--- config.mk ---
export PLATFORM = sky130hd
export DESIGN_NAME = card_clk_divider
export DESIGN_NICKNAME = d
export VERILOG_FILES = /design/src/rtl/ccd_pkg.sv /design/src/rtl/ccd_sync.sv /design/src/rtl/ccd_phase_ctr.sv /design/src/rtl/ccd_ratio_ctrl.sv /design/src/rtl/ccd_clk_gen.sv /design/src/rtl/card_clk_divider.sv
export SDC_FILE = /design/constraint.sdc
export NUM_CORES = 1
export LEC_CHECK = 0
export BUFFER_PORTS_ARGS = -buffer_cell sky130_fd_sc_hd__buf_2
export CAP_MARGIN = 20
export CORE_MARGIN = 2
export CORE_UTILIZATION = 47
export CTS_BUF_LIST = sky130_fd_sc_hd__clkbuf_8
export DETAILED_ROUTE_END_ITERATION = 8
export SLEW_MARGIN = 20
export SYNTH_ARGS = -nofsm -noshare
export SYNTH_HDL_FRONTEND = slang
export SYNTH_SLANG_ARGS = --single-unit
--- constraint.sdc ---
create_clock -name ref_clk -period 3.2 [get_ports ref_clk]
set_clock_uncertainty 0.2 [all_clocks]
set_input_delay 0 -clock ref_clk [delete_from_list [all_inputs] [get_ports ref_clk]]
set_output_delay 0 -clock ref_clk [all_outputs]
set_load 0.03 [all_outputs]
--- src/rtl/ccd_pkg.sv ---
`timescale 1ns/1ps
package ccd_pkg;
  localparam int unsigned CCD_LOG2_MAX = 3;
  localparam int unsigned CCD_CNT_W    = CCD_LOG2_MAX;
  localparam int unsigned CCD_LOG2_W   = $clog2(CCD_LOG2_MAX + 1);
  localparam int unsigned CCD_SEL_W    = 2;

  typedef logic [CCD_CNT_W-1:0]  ccd_cnt_t;
  typedef logic [CCD_LOG2_W-1:0] ccd_log2_t;
  typedef logic [CCD_SEL_W-1:0]  ccd_sel_t;

  // select code -> log2 of the division ratio (Gray ring 10,11,01,00)
  function automatic ccd_log2_t ccd_sel_to_log2(ccd_sel_t s);
    case (s)
      2'b10:   return ccd_log2_t'(0);
      2'b11:   return ccd_log2_t'(1);
      2'b01:   return ccd_log2_t'(2);
      default: return ccd_log2_t'(3);
    endcase
  endfunction

  // counter bits that must be zero at a period boundary of 2**k
  function automatic ccd_cnt_t ccd_period_mask(ccd_log2_t k);
    return ccd_cnt_t'((32'd1 << k) - 32'd1);
  endfunction

  // output level of ratio 2**k at phase c: bit k-1 of c, zero for k == 0
  function automatic logic ccd_phase_level(ccd_cnt_t c, ccd_log2_t k);
    logic [CCD_CNT_W:0] ext;
    ext = {c, 1'b0};
    return ext[k];
  endfunction

  function automatic ccd_log2_t ccd_max_log2(ccd_log2_t a, ccd_log2_t b);
    return (a > b) ? a : b;
  endfunction
endpackage

--- src/rtl/ccd_sync.sv ---
`timescale 1ns/1ps
module ccd_sync #(
  parameter int unsigned WIDTH  = 3,
  parameter int unsigned STAGES = 2
) (
  input  logic             clk,
  input  logic             rst_n,
  input  logic [WIDTH-1:0] d,
  output logic [WIDTH-1:0] q
);
  logic [WIDTH-1:0] stage_q [STAGES];

  for (genvar s = 0; s < STAGES; s++) begin : g_stage
    if (s == 0) begin : g_first
      always_ff @(posedge clk or negedge rst_n) begin
        if (!rst_n) stage_q[s] <= '0;
        else        stage_q[s] <= d;
      end
    end else begin : g_next
      always_ff @(posedge clk or negedge rst_n) begin
        if (!rst_n) stage_q[s] <= '0;
        else        stage_q[s] <= stage_q[s-1];
      end
    end
  end

  assign q = stage_q[STAGES-1];
endmodule

--- src/rtl/ccd_phase_ctr.sv ---
`timescale 1ns/1ps
module ccd_phase_ctr
  import ccd_pkg::*;
(
  input  logic     clk,
  input  logic     rst_n,
  output ccd_cnt_t cnt_q,
  output ccd_cnt_t cnt_nxt
);
  assign cnt_nxt = cnt_q + ccd_cnt_t'(1);

  always_ff @(posedge clk or negedge rst_n) begin
    if (!rst_n) cnt_q <= '0;
    else        cnt_q <= cnt_nxt;
  end
endmodule

--- src/rtl/ccd_ratio_ctrl.sv ---
`timescale 1ns/1ps
module ccd_ratio_ctrl
  import ccd_pkg::*;
(
  input  logic      clk,
  input  logic      rst_n,
  input  ccd_cnt_t  cnt_nxt,
  input  ccd_sel_t  sel_s,
  input  logic      en_s,
  output ccd_log2_t ratio_act,
  output logic      en_act,
  output ccd_log2_t ratio_nxt,
  output logic      en_nxt,
  output logic      switch_pt
);
  ccd_log2_t k_req;
  ccd_log2_t k_big;

  always_comb begin
    k_req     = ccd_sel_to_log2(sel_s);
    k_big     = ccd_max_log2(ratio_act, k_req);
    switch_pt = ((cnt_nxt & ccd_period_mask(k_big)) == '0);
    ratio_nxt = switch_pt ? k_req : ratio_act;
    en_nxt    = switch_pt ? en_s  : en_act;
  end

  always_ff @(posedge clk or negedge rst_n) begin
    if (!rst_n) begin
      ratio_act <= ccd_log2_t'(CCD_LOG2_MAX);
      en_act    <= 1'b0;
    end else begin
      ratio_act <= ratio_nxt;
      en_act    <= en_nxt;
    end
  end
endmodule

--- src/rtl/ccd_clk_gen.sv ---
`timescale 1ns/1ps
module ccd_clk_gen
  import ccd_pkg::*;
(
  input  logic      clk,
  input  logic      rst_n,
  input  ccd_cnt_t  cnt_nxt,
  input  ccd_log2_t ratio_nxt,
  input  logic      en_nxt,
  output logic      div_q,
  output logic      pass_q,
  output logic      pass_gate_n,
  output logic      clk_out
);
  always_ff @(posedge clk or negedge rst_n) begin
    if (!rst_n) begin
      div_q  <= 1'b0;
      pass_q <= 1'b0;
    end else begin
      div_q  <= en_nxt & ccd_phase_level(cnt_nxt, ratio_nxt);
      pass_q <= en_nxt & (ratio_nxt == '0);
    end
  end

  // gate retimed on the falling edge: it only moves while clk is low
  always_ff @(negedge clk or negedge rst_n) begin
    if (!rst_n) pass_gate_n <= 1'b0;
    else        pass_gate_n <= pass_q;
  end

  assign clk_out = div_q | (clk & pass_gate_n);
endmodule

--- src/rtl/card_clk_divider.sv ---
`timescale 1ns/1ps
module card_clk_divider
  import ccd_pkg::*;
#(
  parameter int unsigned SYNC_STAGES = 2
) (
  input  logic                 ref_clk,
  input  logic                 rst_n,
  input  logic [CCD_SEL_W-1:0] sel,
  input  logic                 enable,
  output logic                 clk_out
);
  localparam int unsigned REQ_W = CCD_SEL_W + 1;

  logic [REQ_W-1:0] req_raw;
  logic [REQ_W-1:0] req_s;
  ccd_sel_t         sel_s;
  logic             en_s;
  ccd_cnt_t         cnt_q;
  ccd_cnt_t         cnt_nxt;
  ccd_log2_t        ratio_act;
  ccd_log2_t        ratio_nxt;
  logic             en_act;
  logic             en_nxt;
  logic             switch_pt;
  logic             div_q;
  logic             pass_q;
  logic             pass_gate_n;

  assign req_raw = {enable, sel};
  assign sel_s   = req_s[CCD_SEL_W-1:0];
  assign en_s    = req_s[CCD_SEL_W];

  ccd_sync #(.WIDTH(REQ_W), .STAGES(SYNC_STAGES)) sync_i (
    .clk(ref_clk), .rst_n(rst_n), .d(req_raw), .q(req_s)
  );

  ccd_phase_ctr ctr_i (
    .clk(ref_clk), .rst_n(rst_n), .cnt_q(cnt_q), .cnt_nxt(cnt_nxt)
  );

  ccd_ratio_ctrl ctrl_i (
    .clk(ref_clk), .rst_n(rst_n), .cnt_nxt(cnt_nxt), .sel_s(sel_s),
    .en_s(en_s), .ratio_act(ratio_act), .en_act(en_act),
    .ratio_nxt(ratio_nxt), .en_nxt(en_nxt), .switch_pt(switch_pt)
  );

  ccd_clk_gen gen_i (
    .clk(ref_clk), .rst_n(rst_n), .cnt_nxt(cnt_nxt), .ratio_nxt(ratio_nxt),
    .en_nxt(en_nxt), .div_q(div_q), .pass_q(pass_q),
    .pass_gate_n(pass_gate_n), .clk_out(clk_out)
  );
endmodule

Word-level counts from Yosys, hierarchy flattened
Cells that the tools add are included.

word-level totals
  register bits = 15
  bits in latches = 0
  bits in writable memories = 0
  memory bits (read-only) = 0
  input bits = 5
  output and inout bits = 1
  memories kept = 0

cells by class
  add/subtract/negate cells = 2
  multiply operators = 0
  div/mod/pow operators = 0
  $lt $le $gt $ge = 2
  equal/unequal tests = 3
  shifts and indexed selects = 1
  mux-type cells = 6
  bitwise logic cells = 5
  reductions and logical operators = 2

operator list
  kind                   number
  $pmux W2 S3            1
  $eq A2 B2 Y1 const B   2
  $mux W2                2
  $add A3 B1 Y3 const B  1
  $and A1 B1 Y1          3
  $and A3 B3 Y3          1
  $logic_not A3 Y1       1
  $lt A2 B3 Y1 const B   1
  $shl A1 B2 Y3 const A  1
  $sub A3 B1 Y3 const B  1
  $bmux W1 S2            1
  $eq A2 B1 Y1 const B   1
  $gt A2 B2 Y1           1
  $logic_not A2 Y1       1
  $mux W1                2
  $or A1 B1 Y1           1

Depth between registers and ports, before layout
  depth in word-level cells = 12
  gate-level depth with buffers = 10

Cells and area by module
A second synthesis with hierarchy kept.

second synthesis, totals
  cells, all modules = 53
  area total of the unflattened synthesis = 659.4 sq um

modules (own cells, without submodules)
  module          instances  cells each  area an instance (sq um)  seq. area each (sq um)
  ccd_ratio_ctrl  1          29          267.8                     77.6
  ccd_sync        1          9           172.7                     150.1
  ccd_clk_gen     1          9           118.9                     75.1
  ccd_phase_ctr   1          6           100.1                     75.1

==> impl_metrics.env <==
export IMPL_vias=568
export IMPL_grt_pass1_wl_mm=2.64
export IMPL_path_cells="a21o_1 -> buf_2"
export IMPL_start_util_pct=51.1
export IMPL_grt_max_degree=13
export IMPL_cap_violations=0
export IMPL_outcome="complete, no violations"
export IMPL_rows=14
export IMPL_syn_area_per_cell_um2=11.3
export IMPL_p_total_uw=597
export IMPL_yosys_warnings=0
export IMPL_cp_arrival_ns=2.68
export IMPL_synthArstFlopShare_pct=100
export IMPL_synth_area_um2=779
export IMPL_cpMaxStageDelayCell="dfrtn_1"
export IMPL_drc=0
export IMPL_antenna_found_initial=0
export IMPL_cts_resized_gates=0
export IMPL_rsz0062_at_grt="no"
export IMPL_dieArea_um2=2000
export IMPL_clk_pin_slew_worst_paths_ns=0.06
export IMPL_finalSetupViolCount=0
export IMPL_ys_flop_type="dfrtp_1"
export IMPL_synth_edf_count=0
export IMPL_synth_seq_cells=15
export IMPL_crit_path_start_kind="flip-flop"
export IMPL_cts_hold_buf=6
export IMPL_wl_per_cell_um=13.8
export IMPL_grt_pass1_vias=634
export IMPL_yosysUniqueCellTypes=34
export IMPL_cts_setup_buffers=0
export IMPL_syn_to_final_growth_pct=24.7
export IMPL_power_leakage_nw=0.484
export IMPL_n_antenna_cell=0
export IMPL_critPathMaxFanout=1
export IMPL_synth_top_area_share_pct=38.5
export IMPL_worst_pin_slew_ns=0.516
export IMPL_min_path_type="primary input to flip-flop"
export IMPL_slew_headroom_pct=65.5
export IMPL_dp_hpwl_um=940
export IMPL_synthCells=69
export IMPL_cpPeakStageDelay_ns=0.40
export IMPL_drt_iter0_drc=11
export IMPL_slew_viol_final=0
export IMPL_core_area_um2=1520
export IMPL_cts_tree="built"
export IMPL_port_buffers=5
export IMPL_synth_area_leaders="dfrtp_1 39%, ha_1 11%, dfstp_2 6.7%"
export IMPL_setup_tns_ns=0
export IMPL_drt_wl_total_mm=1.42
export IMPL_p_per_area_nw_per_um2=614
export IMPL_synth_fp_nets=81
export IMPL_globalplace_congestion=0.883
export IMPL_die_h_um=44.7
export IMPL_track_usage_pct=19.5
export IMPL_finalHoldViolCount=0
export IMPL_final_net_count=100
export IMPL_critical_path_endpoint_type="output port"
export IMPL_ir_worst_vdd_mv=0.606
export IMPL_insertion_delay_ns=0.36
export IMPL_fin_crit_ns=2.88
export IMPL_via_per_inst=5.51
export IMPL_synth_top_area_cell="dfrtp_1"
export IMPL_fmax_ghz=0.350
export IMPL_die_w_um=44.7
export IMPL_cp_required_ns=3.00
export IMPL_drive_gt1_share_pct=24.1
export IMPL_grt_overflow=0
export IMPL_first_pass_iters=4
export IMPL_min_period_over_period_pct=90.1
export IMPL_num_io_pins=6
export IMPL_antenna_left=0
export IMPL_seq_area_frac_synth_pct=48.5
export IMPL_path_class="flip-flop to output port"
per-layer routing:
metal | track usage, % | part of all wire [%]
met5 | 0 | 0
met3 | 7.60 | 3.8
met4 | 13.9 | 1.9
met2 | 29.0 | 50
met1 | 22.8 | 44
synthesized netlist by cell type (2+ instances only):
| cell type | n |
|---|---|
| nand3_1 | 2 |
| nor2_1 | 2 |
| inv_1 | 9 |
| a21oi_1 | 2 |
| nand2b_1 | 3 |
| ha_1 | 7 |
| nor3_1 | 2 |
| nand2_1 | 3 |
| dfrtp_1 | 12 |
| dfstp_2 | 2 |
| mux2i_2 | 2 |
path summary, 6_finish.rpt:
check                             startpoint                   to  slack, ns  cells after the start
setup / recovery           gen_i.pass_gate_n              clk_out       0.32                      2
hold / removal                        sel[1]    sync_i.stage_q[4]       0.09                      2
setup reg to reg                 sync_i.q[0]          gen_i.div_q       0.34                     10
hold reg to reg            sync_i.stage_q[4]          sync_i.q[1]       0.15                      0
max in group asynchronous              rst_n    gen_i.pass_gate_n       0.86                      3
min in group asynchronous              rst_n  ctrl_i.ratio_act[1]       0.52                      3
cell type report:
| type | instances | area, um2 |
|---|---|---|
| Inverter | 9 | 33.8 |
| Sequential cell | 15 | 378 |
| Fill cell | 127 | 552 |
| Timing Repair Buffer | 10 | 80.1 |
| Clock inverter | 1 | 5.00 |
| Tap cell | 16 | 20.0 |
| Clock buffer | 7 | 87.6 |
| Multi-Input combinational cell | 45 | 368 |
critical path, delay by kind of cell (launching register included):
kind	cells	cell delay, ns
flops	1	0.40
compound gates	1	0.11
buf+inv	1	0.19
cell usage in the layout, fill, tap and decap left out, types with 2 or more instances in the layout:
cell and instances:
nand2b_1 3, nor2_1 2, inv_1 9, nand3_1 2
a21oi_1 2, ha_1 7, clkbuf_8 6, nand2_1 3
dfrtp_1 12, buf_2 5, dfstp_2 2, nor3_1 2
mux2i_2 2, dlygate4sd3_1 6
where the power goes:
group	switching [mW]	total [mW]	internal [mW]
clock	0.0900	0.260	0.170
combinational	0.0677	0.125	0.0577
sequential	0.00537	0.212	0.207
state kept, by name (all words and copies together) (netlist names):
name and flops:
ctr_i.cnt_q 3, sync_i.q 3, sync_i.stage_q 3, ctrl_i.ratio_act 2
ctrl_i.en_act 1, gen_i.div_q 1, gen_i.pass_gate_n 1, gen_i.pass_q 1
cells by family (layout without fill, tap and decap cells):
logic type | count (synthesis) | after routing | synth area share (%)
AND/OR/NAND/NOR | 20 | 20 | 14.9
AO/OA/AOI/OAI | 14 | 14 | 15.1
flip-flops | 15 | 15 | 48.5
buffers and inverters | 9 | 27 | 4.33
adder cells (fa/ha/maj) | 7 | 7 | 11.2
XOR/XNOR | 1 | 1 | 1.12
multiplexers | 3 | 3 | 4.82
through the flow:
| step | cells | instance area (um2) | worst slack (ns) | utilization (%) | hold slack, ns |
|---|---|---|---|---|---|
| finish | 103 | 972 | 0.317 | 63.8 | 0.0863 |
| detailed placement | 90 | 825 | 0.390 | 54.1 | -0.287 |
| floorplan | 69 | 779 | 0.675 | - | -0.496 |
| global route | 103 | 972 | 0.0911 | 63.8 | 0.0750 |
| CTS | 103 | 972 | 0.316 | 63.8 | 0.0768 |
| global placement | 90 | 825 | 0.423 | 54.1 | -0.290 |
Power figures use the tool's default switching activity.
